**src/rtl/swd_conn_pkg.sv**
```systemverilog
package swd_conn_pkg;
  typedef enum logic [2:0] {
    PH_IDLE,
    PH_RUN_A,
    PH_SWITCH,
    PH_RUN_B,
    PH_EXTRA,
    PH_RUN_C,
    PH_LOW
  } phase_e;

  localparam int WORD_BITS = 16;
  localparam int MIN_RUN   = 50;
endpackage

```
**src/rtl/swdc_bit_clock.sv**
```systemverilog
module swdc_bit_clock #(
  parameter int HALF_DIV = 2
) (
  input  logic clk,
  input  logic rst_n,
  input  logic en,
  output logic line_clk,
  output logic bit_end
);
  localparam int CW = (HALF_DIV > 1) ? $clog2(HALF_DIV) : 1;
  localparam logic [CW-1:0] CNT_LAST = CW'(HALF_DIV - 1);

  logic [CW-1:0] cnt_q, cnt_d;
  logic          ph_q, ph_d;
  logic          wrap;

  assign wrap = (cnt_q == CNT_LAST);

  always_comb begin
    cnt_d = cnt_q;
    ph_d  = ph_q;
    if (!en) begin
      cnt_d = '0;
      ph_d  = 1'b0;
    end else if (wrap) begin
      cnt_d = '0;
      ph_d  = ~ph_q;
    end else begin
      cnt_d = cnt_q + 1'b1;
    end
  end

  always_ff @(posedge clk or negedge rst_n) begin
    if (!rst_n) begin
      cnt_q <= '0;
      ph_q  <= 1'b0;
    end else begin
      cnt_q <= cnt_d;
      ph_q  <= ph_d;
    end
  end

  assign line_clk = ph_q;
  assign bit_end  = en & ph_q & wrap;

  a_r7_clk_quiet_when_off: assert property (@(posedge clk) disable iff (!rst_n)
    !en |=> !line_clk);
  a_r7_bit_end_high_half: assert property (@(posedge clk) disable iff (!rst_n)
    bit_end |=> !line_clk);
endmodule

```
**src/rtl/swdc_bit_counter.sv**
```systemverilog
module swdc_bit_counter #(
  parameter int W = 7
) (
  input  logic         clk,
  input  logic         rst_n,
  input  logic         clr,
  input  logic         tick,
  input  logic [W-1:0] len,
  output logic [W-1:0] idx,
  output logic         last
);
  logic [W-1:0] idx_q, idx_d;

  assign last = tick && (idx_q == len - 1'b1);

  always_comb begin
    idx_d = idx_q;
    if (clr || last) idx_d = '0;
    else if (tick)   idx_d = idx_q + 1'b1;
  end

  always_ff @(posedge clk or negedge rst_n) begin
    if (!rst_n) idx_q <= '0;
    else        idx_q <= idx_d;
  end

  assign idx = idx_q;

  a_r2_idx_inside_segment: assert property (@(posedge clk) disable iff (!rst_n)
    tick |-> (idx_q < len));
endmodule

```
**src/rtl/swd_connect_seq.sv**
```systemverilog
module swd_connect_seq
  import swd_conn_pkg::*;
#(
  parameter int          HIGH_RUN    = 70,
  parameter int          HALF_DIV    = 2,
  parameter logic [15:0] SWITCH_WORD = 16'hE79E,
  parameter logic [15:0] EXTRA_WORD  = 16'hEDB6,
  parameter logic [7:0]  ID_HEADER   = 8'hA5
) (
  input  logic       clk,
  input  logic       rst_n,
  input  logic       start,
  input  logic       extra_en,
  output logic       dbg_clk,
  output logic       dbg_dat_o,
  output logic       dbg_dat_oe,
  output logic       busy,
  output logic       done,
  output logic       id_rd_req,
  output logic [7:0] id_hdr
);
  localparam int RUN_BITS = (HIGH_RUN < MIN_RUN) ? MIN_RUN : HIGH_RUN;
  localparam int MAX_SEG  = (RUN_BITS > WORD_BITS) ? RUN_BITS : WORD_BITS;
  localparam int IW       = $clog2(MAX_SEG + 1);

  phase_e        ph_q, ph_d;
  logic          ext_q, ext_d;
  logic          done_q, done_d;
  logic          req_q;
  logic          accept;
  logic          line_clk;
  logic          bit_end;
  logic          seg_last;
  logic [IW-1:0] idx;
  logic [IW-1:0] seg_len;
  logic [3:0]    wbit;

  assign accept = start && (ph_q == PH_IDLE);
  assign busy   = (ph_q != PH_IDLE);
  assign wbit   = idx[3:0];

  swdc_bit_clock #(.HALF_DIV(HALF_DIV)) u_clk (
    .clk      (clk),
    .rst_n    (rst_n),
    .en       (busy),
    .line_clk (line_clk),
    .bit_end  (bit_end)
  );

  swdc_bit_counter #(.W(IW)) u_cnt (
    .clk   (clk),
    .rst_n (rst_n),
    .clr   (accept),
    .tick  (bit_end),
    .len   (seg_len),
    .idx   (idx),
    .last  (seg_last)
  );

  always_comb begin
    unique case (ph_q)
      PH_RUN_A, PH_RUN_B, PH_RUN_C: seg_len = IW'(RUN_BITS);
      default:                      seg_len = IW'(WORD_BITS);
    endcase
  end

  always_comb begin
    ph_d   = ph_q;
    ext_d  = ext_q;
    done_d = 1'b0;
    if (accept) begin
      ph_d  = PH_RUN_A;
      ext_d = extra_en;
    end else if (seg_last) begin
      unique case (ph_q)
        PH_RUN_A:  ph_d = PH_SWITCH;
        PH_SWITCH: ph_d = PH_RUN_B;
        PH_RUN_B:  ph_d = ext_q ? PH_EXTRA : PH_LOW;
        PH_EXTRA:  ph_d = PH_RUN_C;
        PH_RUN_C:  ph_d = PH_LOW;
        PH_LOW: begin
          ph_d   = PH_IDLE;
          done_d = 1'b1;
        end
        default:   ph_d = PH_IDLE;
      endcase
    end
  end

  always_ff @(posedge clk or negedge rst_n) begin
    if (!rst_n) begin
      ph_q   <= PH_IDLE;
      ext_q  <= 1'b0;
      done_q <= 1'b0;
      req_q  <= 1'b0;
    end else begin
      ph_q   <= ph_d;
      ext_q  <= ext_d;
      done_q <= done_d;
      req_q  <= done_q;
    end
  end

  always_comb begin
    unique case (ph_q)
      PH_SWITCH: dbg_dat_o = SWITCH_WORD[wbit];
      PH_EXTRA:  dbg_dat_o = EXTRA_WORD[wbit];
      PH_LOW:    dbg_dat_o = 1'b0;
      PH_IDLE:   dbg_dat_o = 1'b0;
      default:   dbg_dat_o = 1'b1;
    endcase
  end

  assign dbg_clk    = line_clk;
  assign dbg_dat_oe = busy;
  assign done       = done_q;
  assign id_rd_req  = req_q;
  assign id_hdr     = ID_HEADER;

  a_r7_dat_steady_high: assert property (@(posedge clk) disable iff (!rst_n)
    (dbg_clk && $past(dbg_clk)) |-> $stable(dbg_dat_o));
  a_r9_done_single: assert property (@(posedge clk) disable iff (!rst_n)
    done |=> !done);
  a_r9_done_idle: assert property (@(posedge clk) disable iff (!rst_n)
    done |-> !$past(start) || !busy || $past(ph_q == PH_IDLE) || $past(ph_q == PH_LOW));
  a_r10_req_after_done: assert property (@(posedge clk) disable iff (!rst_n)
    done |=> id_rd_req);
  a_r11_start_no_restart: assert property (@(posedge clk) disable iff (!rst_n)
    (busy && start && !seg_last) |=> (ph_q != PH_RUN_A) || (idx != '0) || $past(ph_q == PH_RUN_A));
  a_r12_start_on_done: assert property (@(posedge clk) disable iff (!rst_n)
    (done && start) |=> busy);
  a_r8_oe_with_clock: assert property (@(posedge clk) disable iff (!rst_n)
    dbg_clk |-> dbg_dat_oe);
endmodule

```
**config.mk**
```make
export PLATFORM = sky130hd
export DESIGN_NAME = swd_connect_seq
export DESIGN_NICKNAME = d
export VERILOG_FILES = /design/src/rtl/swd_conn_pkg.sv /design/src/rtl/swdc_bit_clock.sv /design/src/rtl/swdc_bit_counter.sv /design/src/rtl/swd_connect_seq.sv
export SDC_FILE = /design/constraint.sdc
export NUM_CORES = 1
export LEC_CHECK = 0
export ABC_AREA = 1
export BUFFER_PORTS_ARGS = -buffer_cell sky130_fd_sc_hd__buf_2
export CAP_MARGIN = 10
export CORE_ASPECT_RATIO = 1.25
export CORE_MARGIN = 1.5
export CORE_UTILIZATION = 45
export DETAILED_ROUTE_END_ITERATION = 16
export GPL_TIMING_DRIVEN = 0
export PLACE_DENSITY_LB_ADDON = 0.12
export SETUP_SLACK_MARGIN = 0.05
export SYNTH_ARGS = -nofsm -noshare
export SYNTH_HDL_FRONTEND = slang
export SYNTH_SLANG_ARGS = --single-unit
```
**constraint.sdc**
```tcl
create_clock -name clk -period 1.8 [get_ports clk]
set_input_delay 0.18 -clock clk [delete_from_list [all_inputs] [get_ports clk]]
set_output_delay 0.18 -clock clk [all_outputs]
set_load 0.005 [all_outputs]
```
# Yosys cells after proc, flatten, opt, wreduce, memory -nomap -nowiden
# Memory sizes are Yosys's and may differ from the RTL's.
# Cells that the tools add are included.
# Widths: inputs -> output; s select.
dict set report classes {
  muxes 17
  order_cmp 1
  n_addsub 3
  n_eq_ne 8
  n_bitwise 3
  n_reduce_logical 9
}
# cell count
set ops {}
lappend ops {{$mux 7} 3}
lappend ops {{$pmux 3 s5} 1}
lappend ops {{$eq 3x3->1 const B} 3}
lappend ops {{$mux 1} 9}
lappend ops {{$add 7x1->7 const B} 1}
lappend ops {{$eq 7x7->1} 1}
lappend ops {{$sub 7x1->7 const B} 1}
lappend ops {{$eq 3x2->1 const B} 2}
lappend ops {{$mux 3} 2}
lappend ops {{$lt 4x5->1 const B} 1}
lappend ops {{$reduce_bool 2->1} 2}
lappend ops {{$eq 3x1->1 const B} 1}
lappend ops {{$logic_not 3->1} 1}
lappend ops {{$pmux 1 s3} 1}
lappend ops {{$reduce_bool 3->1} 1}
lappend ops {{$reduce_or 3->1} 1}
lappend ops {{$and 1x1->1} 2}
lappend ops {{$logic_and 1x1->1} 2}
lappend ops {{$mux 2} 1}
lappend ops {{$ne 2x2->1 const B} 1}
lappend ops {{$reduce_or 2->1} 1}
lappend ops {{$add 1x1->1 const B} 1}
lappend ops {{$logic_or 1x1->1} 1}
lappend ops {{$not 1->1} 1}
dict set report totals {
  in_bits 4
  regBits 15
  elab_cells 50
  n_memories 2
  romBits 32
}
# memory words width read_ports rd_clocked_by_memory_dff wr line_no
set memory_table {}
lappend memory_table {{(no name shown)} 16 1 1 0 0 swd_connect_seq.sv:107} ;# PH_EXTRA: dbg_dat_o = EXTRA_WORD[wbit];
lappend memory_table {{(no name shown)} 16 1 1 0 0 swd_connect_seq.sv:106} ;# PH_SWITCH: dbg_dat_o = SWITCH_WORD[wbit];

# Logic depth before layout (Yosys ltp)
# Gate-level depths: netlist of run 1.
dict set report depth {
  ltp_word 8
  ltp_mapped 9
}

# Hierarchy
# A second synthesis of run 1 with hierarchy kept.
dict set report hier_totals {
  hier_cells 189
  hier_area_um2 1265.0
}
# mod instances area_per_inst_um2 seq_area_each_um2 cells_each
set by_module_without_submodules {}
lappend by_module_without_submodules {swdc_bit_counter 1 651.9 175.2 100}
lappend by_module_without_submodules {swd_connect_seq 1 534.3 150.1 80}
lappend by_module_without_submodules {swdc_bit_clock 1 78.8 50.0 9}

# Worst setup path after synthesis of run 1
# OpenSTA, ideal clock, no wires.
dict set report synth_path {
  kind {flip-flop to output port}
  startpoint {reg u_cnt.idx_q[0], in the netlist u_cnt.idx[0]}
  endpoint {out dbg_dat_o}
  arrival_ns 1.123
  n_path_buf 0
  path_slack_ns 0.497
  stages_incl_launch_ff 7
  required_time_ns 1.620
  cell_sequence {dfrtp_1 inv_1 ha_1 a21oi_1 o21ai_0 nand2_1 nand3_1}
}
dict set report synth_between {
  elab_chain_len 3
}
# item line_no
set synth_lines {}
lappend synth_lines {{start, declared} swdc_bit_counter.sv:12} ;# logic [W-1:0] idx_q, idx_d;
lappend synth_lines {{start signal, assigned} swdc_bit_counter.sv:24} ;# else idx_q <= idx_d;
lappend synth_lines {{$mem_v2 16x1 (on tied branches)} -}
lappend synth_lines {{$mux 1 (on tied branches)} {swd_connect_seq.sv:107, swd_connect_seq.sv:106}}
lappend synth_lines {{$pmux 1 s3 *} swd_connect_seq.sv:105} ;# unique case (ph_q)
lappend synth_lines {{end, declared} swd_connect_seq.sv:15} ;# output logic dbg_dat_o,
# Every way passes the cells marked *; elsewhere a longest branch is shown, timed or not. The select of a mux whose other input is x is not followed.

# Worst setup path after layout of run 1
# Ends and elaborated chain as after synthesis.

==> metrics, run 1 <==
CTS root buf=clkbuf_4; Std-Cell Rows=19; largest net degree at the start of global routing=16; CTS Buf Count=3; crit path max-delay cell type=dfrtp_2; min cycle time layout=1.75 ns; io pins=18; synthesized area per cell=7.90 um2; ranking of synthesized cells by area=dfrtp_1 (37%), nand2_1 (11%), buf_4 (6.7%); WHS=0.123 ns; Initial Util=46.7%; WP data arrival=1.57 ns; GRT Util Overall=17.0%; hpwl dp=1390 um; vias in the first global route=778; final worst path period share=97.0%; drt wl/cell=11.7 um; RD Place Congestion=0.783; utilization after layout=58.2%; Net count, final=162; Post-Route WL=2150 um; Syn Inst Count=128; slowest stage delay, CP=0.47 ns; PwrDens=455 mW/mm2; Worst Skew=0.00321 ns; Yosys cell types=26; first drt pass iteration count=4; fmax=573 MHz; via count=885; TritonCTS clock tree=built; GRT overflow=0; Synth Cell Area=0.00101 mm2; CP max FO=4; fin cells=184; yosys warns=0; initial DRC count=24; core area=0.00216 mm2; CTS Sinks=15; P&R area growth vs syn=24.5%; DR vias/cell=4.81; Worst setup SP type=register; combinational power share=5.0%; internal power=0.000437 W; Multi-input gate area=581 um2; Hold Fails Final Rpt=0; Setup Viol. Count Final=0; CTS Buffer Depth=2; area of the die=0.00254 mm2; first-pass GRT wire length=3240 um; cell chain of the critical path=buf_6, ha_4, nand2_2, nand2_2, a21oi_2, nand2_1, nand3_1, buf_2; most used cell, CP=nand2_2; FILL cells=198; Crit Path Category=reg -> out; chip width=45.4 um; switching share of power=23.7%; number of remaining DRC errors=0; initial antenna violation count=0; Psw=0.000136 W; Crit. End Element=output port; Reg clk slew, reported paths=0.10 ns; VDD IR-drop max=0.384 mV; HP Class=in -> reg; status=completed; Final Max Tran Viols=0; Max-Cap Viols=0; ANT nets after route=0; Placed Cells=174; RSZ-0062 raised after global routing=true; Yosys reg bits=15; Die H=56.0 um; Synth area leader=dfrtp_1; Buffers on Ports=9; Clock Latency Late Sink=0.29 ns; Ant. Diodes=0; proportion of power drawn by the clock network=36.3%; Seq/Total Area, Yosys=37.1%; Flop pwr share=58.7%; Synth top area share=37.1%; CP required=1.62 ns; register area=378 um2; P_leak=0.624 nW; proportion of layout cells with a drive suffix above 1=35.3%; H-tree lvl count=1
==> Yosys cell counts, drive strengths merged <==
cell type and instances:
o21ai 8, a21oi 6, clkinv 1, ha 4, nor3 2, xor2 2, o221ai 1, mux2 1
nand4 4, inv 14, nor2 12, conb 2, buf 11, nand3 10, nand2 34, dfrtp 15
xnor2 1
==> sequential cells by signal, indices dropped and copies added (netlist names) <==
signal,cells
u_clk.cnt_q,1
u_cnt.idx,7
id_rd_req,1
ext_q,1
ph_q,3
u_clk.line_clk,1
done,1
==> power by group through the flow <==
| stage | logic (W) | registers [W] | clock network, W |
|---|---|---|---|
| CTS | 0.0000289 | 0.000337 | 0.000202 |
| global placement | 0.0000269 | 0.000343 | 0 |
| floorplan | 0.0000162 | 0.000343 | 0 |
| global route | 0.0000331 | 0.000337 | 0.000224 |
| detailed placement | 0.0000272 | 0.000343 | 0 |
| finish | 0.0000284 | 0.000337 | 0.000208 |
==> timing repair <==
| action | in CTS | in global routing |
|---|---|---|
| hold buffers | 1 | 0 |
| endpoints found under the hold margin | 15 | 0 |
| endpoints found under the setup margin | 1 | 1 |
| pin swaps | 0 | 6 |
| gates cloned | 0 | 0 |
| resized for setup | 3 | 18 |
| buffers inserted | 3 | 2 |
==> stage by stage <==
| step | setup slack [ns] | total power [W] | cell area [um2] | setup TNS, ns |
|---|---|---|---|---|
| 2_1_floorplan | 0.497 | 0.000360 | 1030 | 0 |
| 3_3_place_gp | 0.279 | 0.000370 | 1120 | 0 |
| 3_5_place_dp | 0.262 | 0.000371 | 1120 | 0 |
| 4_1_cts | 0.0575 | 0.000568 | 1190 | 0 |
| 5_1_grt | -0.0461 | 0.000593 | 1260 | -0.0461 |
| 6_report | 0.0546 | 0.000573 | 1260 | 0 |
==> worst max-delay path: cells and delay by family (launching register included) <==
kind	cells	cell delay [ns]
AOI/OAI and AO/OA	1	0.13
adders and majority gates	1	0.15
buffers and inverters	2	0.25
DFF	1	0.47
and+or+nand+nor	4	0.27
==> layout by cell type (no fill, tap or decap), types with 3 or more instances in the layout <==
| cell | count |
|---|---|
| a21oi_1 | 4 |
| buf_2 | 11 |
| buf_4 | 13 |
| clkbuf_4 | 3 |
| conb_1 | 8 |
| dfrtp_1 | 13 |
| ha_4 | 3 |
| inv_1 | 10 |
| nand2_1 | 26 |
| nand2_2 | 4 |
| nand2_4 | 4 |
| nand3_1 | 9 |
| nand4_1 | 4 |
| nor2_1 | 10 |
| o21ai_0 | 3 |
==> cell families (layout without fill, tap and decap cells) <==
kind of cell               after synthesis  in the layout  share of synthesized area [%]
xor gates and xnor gates                 3              3                           2.60
adders and majority gates                4              4                           4.95
DFF                                     15             15                           37.1
AOI/OAI and AO/OA                       15             15                           9.28
muxes                                    1              1                           1.11
other                                    2              8                          0.743
and+or+nand+nor                         62             62                           30.9
buffers and inverters                   26             45                           13.2
==> final timing paths <==
| kind | startpoint | end | slack, ns | cells past startpoint |
|---|---|---|---|---|
| worst max-delay path | u_cnt.idx[0] | dbg_dat_o | 0.05 | 8 |
| worst min-delay path | extra_en | ext_q | 0.12 | 2 |
| worst max register to register | u_cnt.idx[0] | ph_q[0] | 0.29 | 10 |
| worst min register to register | done | id_rd_req | 0.39 | 0 |
| max in group asynchronous | rst_n | u_cnt.idx[1] | 1.20 | 2 |
| min in group asynchronous | rst_n | u_clk.line_clk | 0.32 | 2 |
==> cell type report <==
class                           instances  area share, %
Buffer                                 11           6.16
Clock buffer                            4           2.09
Inverter                               15           4.87
Multi-Input combinational cell         93           46.1
Sequential cell                        15           30.0
Tap cell                               31           3.08
Timing Repair Buffer                   15           7.65
==> routing by layer <==
metal | part of all wire (%) | global-route usage [%]
met5 | 0 | 0
met4 | 2.1 | 7.56
met3 | 3.6 | 1.95
met2 | 50 | 27.4
met1 | 44 | 22.1
(Power assumes the default switching activity.)
==> run 2: changes to the inputs <==
--- a/config.mk
+++ b/config.mk
@@ -12,7 +12,6 @@
 export CORE_MARGIN = 1.5
 export CORE_UTILIZATION = 45
 export DETAILED_ROUTE_END_ITERATION = 16
-export GPL_TIMING_DRIVEN = 0
 export PLACE_DENSITY_LB_ADDON = 0.12
 export SETUP_SLACK_MARGIN = 0.05
 export SYNTH_ARGS = -nofsm -noshare
==> metrics, run 2 (same netlist as run 1, synthesis figures left out) <==
P&R area growth vs syn=14.2%; Crit Path Category=reg -> out; most used cell, CP=nand2_2; max FFs per register=7; Crit. End Element=output port; Clock Latency Late Sink=0.29 ns; PwrDens=476 mW/mm2; first drt pass iteration count=4; Post-Route WL=1970 um; HP Class=in -> reg; CTS root buf=clkbuf_4; chip width=45.4 um; Hold Fails Final Rpt=0; Ant. Diodes=0; VDD IR-drop max=0.493 mV; Std-Cell Rows=19; first-pass GRT wire length=3300 um; min cycle time layout=1.70 ns; Max-Cap Viols=0; H-tree lvl count=1; slowest stage delay, CP=0.47 ns; Critical path buffers and inverters=2; io pins=18; Worst Skew=0.00914 ns; proportion of layout cells with a drive suffix above 1=28.1%; commonest non-fill, non-tap cell in the layout=nand2_1; Die H=56.0 um; Setup Viol. Count Final=0; drt wl/cell=11.6 um; initial antenna violation count=0; CP required=1.62 ns; cell chain of the critical path=buf_6, ha_4, nand2_2, nand2_2, a21oi_2, nand2_1, nand3_1, buf_2; Reg clk slew, reported paths=0.09 ns; vias in the first global route=786; GRT Util Overall=17.3%; setup ws final=0.0998 ns; CTS Sinks=15; CP max FO=4; CTS Buf Count=3; WP data arrival=1.52 ns; utilization after layout=53.4%; RD Place Congestion=0.812; fmax=588 MHz; Net count, final=148; DR vias/cell=4.98; dpl ws=0.303 ns; most frequent cells in the layout=nand2_1 (26), dfrtp_1 (14), inv_1 (10), nor2_1 (10); via count=847; initial DRC count=16; Worst setup SP type=register; Final Max Tran Viols=0; final worst path period share=94.5%; number of remaining DRC errors=0; family with the most delay on the worst path=flip-flops; crit path max-delay cell type=dfrtp_2; largest net degree at the start of global routing=16; Initial Util=46.7%; status=completed; CTS Buffer Depth=2; GRT overflow=0; post-route setup TNS=0 ns; ANT nets after route=0; P_leak=0.562 nW; area of the die=0.00254 mm2; core area=0.00216 mm2; TritonCTS clock tree=built; Buffers on Ports=9; hpwl dp=1430 um; RSZ-0062 raised after global routing=true
[run 2: repair_timing]
action,4_1_cts,5_1_grt
endpoints found under the setup margin,1,1
pin swaps,1,7
gates resized for setup,4,15
endpoints found under the hold margin,15,0
buffers inserted,2,0
hold buffers,1,0
[run 2: power breakdown]
part	switching, W	internal (W)
logic	0.0000120	0.00000375
registers	0	0.000337
clock network	0.000112	0.0000862
total	0.000124	0.000427
[run 2: layer usage]
layer / track usage (%) / up-vias / part of all wire (%)
li1: - / 413 / -
met1: 21.4 / 401 / 44
met2: 28.4 / 26 / 49
met3: 2.92 / 7 / 3.8
met4: 7.56 / 0 / 2.6
met5: 0 / - / 0
[run 2: final cells by class]
class                           count  area, um2
Clock buffer                        4       26.3
Multi-Input combinational cell     93        581
Sequential cell                    15        377
Tap cell                           31       38.8
Inverter                           15       58.8
Timing Repair Buffer               12       73.8
Fill cell                         207       1010
[run 2: worst paths after layout]
check	start	slack, ns	endpoint	depth (start not counted)
min in group asynchronous	rst_n	0.32	ph_q[1]	2
worst min-delay path	extra_en	0.12	ext_q	2
worst min register to register	done	0.39	id_rd_req	0
worst max-delay path	u_cnt.idx[0]	0.1	dbg_dat_o	8
worst max register to register	u_cnt.idx[0]	0.34	ph_q[0]	9
max in group asynchronous	rst_n	1.20	u_cnt.idx[0]	2
[run 2: per-stage QoR]
step                area [um2]  power [W]  cells  hold slack, ns
floorplan                 1030   0.000360    134          -0.116
global placement          1040   0.000358    163           0.109
detailed placement        1040   0.000357    163           0.106
CTS                       1110   0.000552    170           0.126
global route              1150   0.000579    170           0.132
finish                    1150   0.000550    170           0.120
